$ cat config.mk
export PLATFORM = sky130hd
export DESIGN_NAME = smb_slave_engine
export DESIGN_NICKNAME = d
export VERILOG_FILES = /design/src/rtl/smb_slv_pkg.sv /design/src/rtl/smb_line_sync.sv /design/src/rtl/smb_addr_match.sv /design/src/rtl/smb_slave_engine.sv
export SDC_FILE = /design/constraint.sdc
export NUM_CORES = 1
export LEC_CHECK = 0
export BUFFER_PORTS_ARGS = -buffer_cell sky130_fd_sc_hd__clkbuf_2
export CAP_MARGIN = 20
export CELL_PAD_IN_SITES_DETAIL_PLACEMENT = 1
export CELL_PAD_IN_SITES_GLOBAL_PLACEMENT = 1
export CORE_UTILIZATION = 43
export DETAILED_ROUTE_END_ITERATION = 6
export PLACE_DENSITY = 0.8
export SYNTH_ARGS = -nofsm -noshare
export SYNTH_HDL_FRONTEND = slang
export SYNTH_HIERARCHICAL = 1
export SYNTH_SLANG_ARGS = --single-unit
$ cat constraint.sdc
create_clock -name clk -period 2.67 [get_ports clk]
set_input_delay 0.267 -clock clk [delete_from_list [all_inputs] [get_ports clk]]
set_output_delay 0.267 -clock clk [all_outputs]
set_load 0.02 [all_outputs]
$ cat src/rtl/smb_slv_pkg.sv
package smb_slv_pkg;
   localparam int BYTE_W = 8;
   localparam logic [6:0] GCALL_ADDR = 7'h00;
   localparam logic [6:0] ALERT_ADDR = 7'h0C;

   typedef enum logic [3:0] {
      S_IDLE, S_ADDR, S_AACK, S_RX, S_RHOLD, S_RACK,
      S_THOLD, S_TX, S_TMACK, S_SKIP
   } smb_state_e;

   localparam logic [1:0] HIT_NONE  = 2'd0;
   localparam logic [1:0] HIT_OWN   = 2'd1;
   localparam logic [1:0] HIT_GCALL = 2'd2;
   localparam logic [1:0] HIT_ALERT = 2'd3;
endpackage

$ cat src/rtl/smb_line_sync.sv
module smb_line_sync #(
   parameter int STAGES = 2
) (
   input  logic clk,
   input  logic rst_n,
   input  logic scl_i,
   input  logic sda_i,
   output logic scl_s,
   output logic sda_s,
   output logic scl_rise,
   output logic scl_fall,
   output logic start_det,
   output logic stop_det
);
   logic [STAGES-1:0] scl_pipe, sda_pipe;
   logic              scl_d, sda_d;

   generate
      if (STAGES == 1) begin : g_single
         always_ff @(posedge clk or negedge rst_n) begin
            if (!rst_n) begin
               scl_pipe <= '1;
               sda_pipe <= '1;
            end else begin
               scl_pipe <= scl_i;
               sda_pipe <= sda_i;
            end
         end
      end else begin : g_chain
         always_ff @(posedge clk or negedge rst_n) begin
            if (!rst_n) begin
               scl_pipe <= '1;
               sda_pipe <= '1;
            end else begin
               scl_pipe <= {scl_pipe[STAGES-2:0], scl_i};
               sda_pipe <= {sda_pipe[STAGES-2:0], sda_i};
            end
         end
      end
   endgenerate

   always_ff @(posedge clk or negedge rst_n) begin
      if (!rst_n) begin
         scl_d <= 1'b1;
         sda_d <= 1'b1;
      end else begin
         scl_d <= scl_s;
         sda_d <= sda_s;
      end
   end

   assign scl_s     = scl_pipe[STAGES-1];
   assign sda_s     = sda_pipe[STAGES-1];
   assign scl_rise  = scl_s & ~scl_d;
   assign scl_fall  = ~scl_s & scl_d;
   assign start_det = scl_s & scl_d & sda_d & ~sda_s;
   assign stop_det  = scl_s & scl_d & ~sda_d & sda_s;
endmodule

$ cat src/rtl/smb_addr_match.sv
module smb_addr_match
   import smb_slv_pkg::*;
#(
   parameter logic [6:0] OWN_ADDR     = 7'h2D,
   parameter bit         GCALL_ACK_EN = 1'b1,
   parameter bit         ALERT_ACK_EN = 1'b1
) (
   input  logic [BYTE_W-1:0] addr_byte,
   output logic [1:0]        hit
);
   logic own_hit, gcall_hit, alert_hit;

   assign own_hit = (addr_byte[7:1] == OWN_ADDR);

   generate
      if (GCALL_ACK_EN) begin : g_gcall
         assign gcall_hit = (addr_byte[7:1] == GCALL_ADDR) && !addr_byte[0];
      end else begin : g_no_gcall
         assign gcall_hit = 1'b0;
      end
      if (ALERT_ACK_EN) begin : g_alert
         assign alert_hit = (addr_byte[7:1] == ALERT_ADDR);
      end else begin : g_no_alert
         assign alert_hit = 1'b0;
      end
   endgenerate

   always_comb begin
      if (own_hit)        hit = HIT_OWN;
      else if (gcall_hit) hit = HIT_GCALL;
      else if (alert_hit) hit = HIT_ALERT;
      else                hit = HIT_NONE;
   end
endmodule

$ cat src/rtl/smb_slave_engine.sv
module smb_slave_engine
   import smb_slv_pkg::*;
#(
   parameter logic [6:0] OWN_ADDR     = 7'h2D,
   parameter int         SYNC_STAGES  = 2,
   parameter bit         GCALL_ACK_EN = 1'b1,
   parameter bit         ALERT_ACK_EN = 1'b1
) (
   input  logic              clk,
   input  logic              rst_n,
   input  logic              timeout_i,
   input  logic              scl_i,
   input  logic              sda_i,
   output logic              scl_low_o,
   output logic              sda_low_o,
   output logic [1:0]        match_kind_o,
   output logic              rx_valid_o,
   output logic [BYTE_W-1:0] rx_data_o,
   input  logic              rx_ready_i,
   input  logic              rx_ack_i,
   output logic              tx_req_o,
   input  logic              tx_valid_i,
   input  logic [BYTE_W-1:0] tx_data_i
);
   localparam int CNT_W = $clog2(BYTE_W + 1);
   localparam logic [CNT_W-1:0] LAST_BIT  = CNT_W'(BYTE_W - 1);
   localparam logic [CNT_W-1:0] FULL_BYTE = CNT_W'(BYTE_W);

   generate
      if (SYNC_STAGES < 1) begin : g_bad_sync
         $error("SYNC_STAGES must be at least 1");
      end
      if (OWN_ADDR <= 7'h07 || OWN_ADDR >= 7'h78) begin : g_bad_addr
         $error("OWN_ADDR lies in a reserved address range");
      end
   endgenerate

   logic scl_s, sda_s, scl_rise, scl_fall, start_det, stop_det;
   smb_line_sync #(.STAGES(SYNC_STAGES)) u_sync (
      .clk(clk), .rst_n(rst_n), .scl_i(scl_i), .sda_i(sda_i),
      .scl_s(scl_s), .sda_s(sda_s), .scl_rise(scl_rise), .scl_fall(scl_fall),
      .start_det(start_det), .stop_det(stop_det)
   );

   smb_state_e        state_q;
   logic [BYTE_W-1:0] shreg_q;
   logic [CNT_W-1:0]  bitcnt_q;
   logic              rw_q, ack_q, mack_q, scl_low_q;
   logic [1:0]        hit_q, addr_hit;

   smb_addr_match #(
      .OWN_ADDR(OWN_ADDR), .GCALL_ACK_EN(GCALL_ACK_EN), .ALERT_ACK_EN(ALERT_ACK_EN)
   ) u_match (
      .addr_byte(shreg_q), .hit(addr_hit)
   );

   always_ff @(posedge clk or negedge rst_n) begin
      if (!rst_n) begin
         state_q   <= S_IDLE;
         shreg_q   <= '0;
         bitcnt_q  <= '0;
         rw_q      <= 1'b0;
         ack_q     <= 1'b0;
         mack_q    <= 1'b0;
         hit_q     <= HIT_NONE;
         scl_low_q <= 1'b0;
      end else if (timeout_i) begin
         state_q   <= S_IDLE;
         hit_q     <= HIT_NONE;
         scl_low_q <= 1'b0;
      end else begin
         scl_low_q <= (state_q == S_RHOLD) || (state_q == S_THOLD);
         if (start_det) begin
            state_q  <= S_ADDR;
            bitcnt_q <= '0;
            hit_q    <= HIT_NONE;
         end else if (stop_det) begin
            state_q <= S_IDLE;
            hit_q   <= HIT_NONE;
         end else begin
            unique case (state_q)
               S_ADDR, S_RX: begin
                  if (scl_rise && bitcnt_q < FULL_BYTE) begin
                     shreg_q  <= {shreg_q[BYTE_W-2:0], sda_s};
                     bitcnt_q <= bitcnt_q + 1'b1;
                  end else if (scl_fall && bitcnt_q == FULL_BYTE) begin
                     if (state_q == S_RX) begin
                        state_q <= S_RHOLD;
                     end else if (addr_hit != HIT_NONE) begin
                        state_q <= S_AACK;
                        hit_q   <= addr_hit;
                        rw_q    <= shreg_q[0];
                     end else begin
                        state_q <= S_SKIP;
                     end
                  end
               end
               S_AACK: if (scl_fall) begin
                  state_q  <= rw_q ? S_THOLD : S_RX;
                  bitcnt_q <= '0;
               end
               S_RHOLD: if (rx_ready_i) begin
                  ack_q   <= rx_ack_i;
                  state_q <= S_RACK;
               end
               S_RACK: if (scl_fall) begin
                  state_q  <= S_RX;
                  bitcnt_q <= '0;
               end
               S_THOLD: if (tx_valid_i) begin
                  shreg_q  <= tx_data_i;
                  bitcnt_q <= '0;
                  state_q  <= S_TX;
               end
               S_TX: if (scl_fall) begin
                  if (bitcnt_q == LAST_BIT) begin
                     state_q <= S_TMACK;
                  end else begin
                     shreg_q  <= {shreg_q[BYTE_W-2:0], 1'b0};
                     bitcnt_q <= bitcnt_q + 1'b1;
                  end
               end
               S_TMACK: begin
                  if (scl_rise) mack_q <= ~sda_s;
                  else if (scl_fall) state_q <= mack_q ? S_THOLD : S_SKIP;
               end
               default: ;
            endcase
         end
      end
   end

   always_comb begin
      unique case (state_q)
         S_AACK:  sda_low_o = 1'b1;
         S_RACK:  sda_low_o = ack_q;
         S_TX:    sda_low_o = ~shreg_q[BYTE_W-1];
         default: sda_low_o = 1'b0;
      endcase
   end

   assign scl_low_o    = scl_low_q;
   assign rx_valid_o   = (state_q == S_RHOLD);
   assign rx_data_o    = shreg_q;
   assign tx_req_o     = (state_q == S_THOLD);
   assign match_kind_o = hit_q;
endmodule

==> summary.md <==
| Metric | Value |
|---|---|
| Syn_area_per_cell | 9.41 µm² |
| Design area | 2030 µm² |
| Routed WL | ~4.8 mm |
| Overflow after GRT | 0 |
| Wl on met1 | 2.03 mm |
| PnR Total Power | ~0.0022 W |
| Port Buffers | 29 |
| Register area | 708 µm² |
| Htree depth | 1 |
| Initial antenna violation count | 0 |
| CP max FO | 5 |
| Syn_nets | roughly 210 |
| Via Count | 1591 |
| Finish-stage setup viols | 0 |
| Layout fillers | 470 |
| Top sig layer | met4 |
| Initial core utilization | 0.449 |
| CTS buffer count | 3 |
| Met3 WL | 212 µm |
| DR pass1 iterations | 4 |
| Arrival time at the worst endpoint | roughly 2700 ps |
| Number of global-route vias before repair | 1606 |
| Synthesized cell area | 1800 µm² |
| Worst r2r path cells | 6 |
| Critical Path RT | 2840 ps |
| Critical path launch point | rx_data_o[3]$_DFFE_PN0P_ |
| Worst path cell trace | or3_1, a2111oi_2, nor2_1, nor4b_2, nand2_1, mux2_2 |
| Root buf cell | clkbuf_8 |
| Final hold slack | 14.2 ps |
| Peak Freq | 0.397 GHz |
| CP endpoint | rw_q$_DFFE_PN0P_ |
| Row count | 23 |
| Clk_lat worst skew | 280 ps |
| #FFs+latches synth | 28 |
| Status | completed |
| Routed wire length per instance | 17.9 µm |
| Hold_buf cts | 0 |
| Syn Inst Count | 191 |
| First-pass GRT wire length | slightly below 8 mm |
| Die ar. | 4440 µm² |
| Maximum vdd ir drop | around 0.64 mV |
| Placed Area | 1960 µm² |
| Post-CTS Setup Bufs | 0 |
| Number of diodes | 0 |
| Fraction of layout cells with a size suffix above 1 | 0.263 |
| Total GRT Usage | 0.237 |
| Final Hold Fails | 0 |
| Clock sink total | 28 |
| Crit end category | flop |
| CTS tree | yes |
| Reg-to-Reg End | rw_q$_DFFE_PN0P_ |
| Syn-to-layout area delta | 12.9% |
| Multi-input logic area | 993 µm² |
| Post-CTS Resized | 0 |
| CTS clk-pin slew, worst paths | ~110 ps |
| CP max stage cell | a2111oi_2 |
| Largest net degree at the start of global routing | 29 |
| Hpwl dp | 3.54 mm |
| Setup TNS | 0 ps |
| CTS max path bufs | 2 |
| Worst R2R Setup Slack | 150 ps |
| PD cells | 1080 nW/µm² |
| EDFF count, synth | 0 |
| Post-detailed-route count of antenna-violating nets | 0 |
| Number of max-cap violations | 0 |
| Fin. max-slew vios | 0 |
| Synth Flop Type | dfrtp_1 |
| Library cells used by synthesis | 54 |
| I/O pins | 30 |
| DR vias/cell | ~6.0 |
| Width of the die | 66.7 µm |
| Critical path type | flop to flop |
| Critical Path Max Stage Delay | 510 ps |
| Synth warn | 6 |
| Core box area | 4000 µm² |
| Initial DRC Count | 75 |
| Fin crit share | 0.943 |
| Routability congestion estimate | 0.927 |
| Die H | approximately 67 µm |
| Worst reg2reg path startpoint | rx_data_o[3]$_DFFE_PN0P_ |
| Rel. slew slack | 0.520 |
| Actual slew at the worst max-slew pin | 719 ps |
| Hold Crit Class | primary input to async pin |
| Routed wl met2 | 2.53 mm |
| Layout net count | ~240 |
| Max Clock Skew | 5.09 ps |
| CP startpoint kind | flop |
| Leak | 0.822 nW |
| Post-synth ARST share | 1.00 |
| # DRC | 0 |
| Sequential-to-total area share from yosys stat | 0.394 |
| RSZ-0062 raised after global routing | no |
| Final min period | 2520 ps |
[power by group]
part           switching, W  internal [W]  total (W)
clock              0.000146      0.000201   0.000347
sequential         0.000275      0.000549   0.000824
combinational      0.000575      0.000440    0.00102
[metrics by stage]
stage                     instances  utilization  setup slack, ps
after floorplan                 191            -              337
after global placement          263        0.490              286
after detailed placement        263        0.490              191
after CTS                       267        0.507              166
after global routing            267        0.507             48.2
final                           267        0.507              151
[critical path: cells and delay by family, from the launching register on]
| family | cells | cell delay, ps |
|---|---|---|
| and+or+nand+nor | 4 | 1170 |
| AOI/OAI and AO/OA | 1 | 510 |
| DFF | 1 | 430 |
| muxes | 1 | 300 |
[registers in the layout, summed over array words and instances (netlist names)]
signal and count:
ack_q 1, bitcnt_q 4, mack_q 1, match_kind_o 2, rw_q 1, rx_data_o 8, scl_low_o 1, state_q 4
u_sync/scl_d 1, u_sync/scl_pipe 2, u_sync/sda_d 1, u_sync/sda_pipe 2
[per-layer routing]
metal | global-route usage | vias to the layer above
met1 | 0.310 | 793
li1 | - | 758
met4 | 0.0372 | 0
met2 | 0.418 | 36
met3 | 0.0325 | 4
met5 | 0 | -
[final cells by class]
| class | count | share of cell area |
|---|---|---|
| Multi-Input combinational cell | 147 | 0.490 |
| Inverter | 5 | 0.00925 |
| Clock buffer | 3 | 0.0203 |
| Tap cell | 50 | 0.0308 |
| Clock inverter | 1 | 0.0148 |
| Sequential cell | 28 | 0.349 |
| Timing Repair Buffer | 33 | 0.0863 |
[kinds of logic (layout without fill, tap and decap cells)]
logic type | after synthesis | count (layout) | synth area share
simple gates | 82 | 82 | 0.273
compound gates | 50 | 50 | 0.189
flops | 28 | 28 | 0.394
buf+inv | 16 | 42 | 0.0571
mux | 12 | 12 | 0.0689
fa+ha+maj | 2 | 2 | 0.0139
xor+xnor | 1 | 1 | 0.00487
[cells in the mapped netlist, drive strengths merged (2+ instances only)]
cell,instances,area [µm²]
o22ai,2,12.5
nor2b,6,45.0
clkbuf,4,15.0
buf,7,68.8
dfrtp,22,551
nor3,10,50.1
or3,3,18.8
nor4b,2,38.8
nand2b,8,52.6
inv,5,18.8
a21oi,20,100
nand4b,2,17.5
o21ai,9,45.0
and4b,3,30.0
nor2,17,63.8
dfstp,6,158
mux2i,9,90.1
a31oi,2,12.5
ha,2,25.0
mux2,3,33.8
nand4,3,18.8
nand3b,3,22.5
a21boi,2,15.0
nand3,8,40.0
nand2,11,41.3
[cells in the final DEF, fill, tap and decap left out, types with 3 or more instances in the layout]
cell type | Yosys | final
buf_4 | 1 | 4
or3_1 | 3 | 3
nand2b_1 | 7 | 7
nand2_1 | 11 | 11
dfstp_2 | 6 | 6
nand3b_1 | 3 | 3
nor3_1 | 10 | 10
nand3_1 | 8 | 8
mux2i_1 | 9 | 9
dfrtp_1 | 22 | 22
inv_1 | 4 | 4
and4b_1 | 3 | 3
nor2b_1 | 5 | 5
clkbuf_8 | 0 | 3
o21ai_0 | 9 | 9
clkbuf_2 | 0 | 29
a21oi_1 | 20 | 20
nand4_1 | 3 | 3
nor2_1 | 17 | 17
[how the worst min path moves through the flow]
stage	startpoint	end	slack (ps)	cells past startpoint
3_3_place_gp	rst_n	bitcnt_q[0]$_DFFE_PN0P_	350	1
6_report	rst_n	scl_low_o$_DFF_PN0_	10	1
3_5_place_dp	u_sync/sda_pipe[0]$_DFF_PN1_	u_sync/sda_pipe[1]$_DFF_PN1_	350	0
4_1_cts	rst_n	bitcnt_q[0]$_DFFE_PN0P_	40	1
5_1_grt	sda_i	u_sync/sda_pipe[0]$_DFF_PN1_	40	1
2_1_floorplan	rst_n	ack_q$_DFFE_PN0P_	-30	0
(Power assumes the default switching activity.)
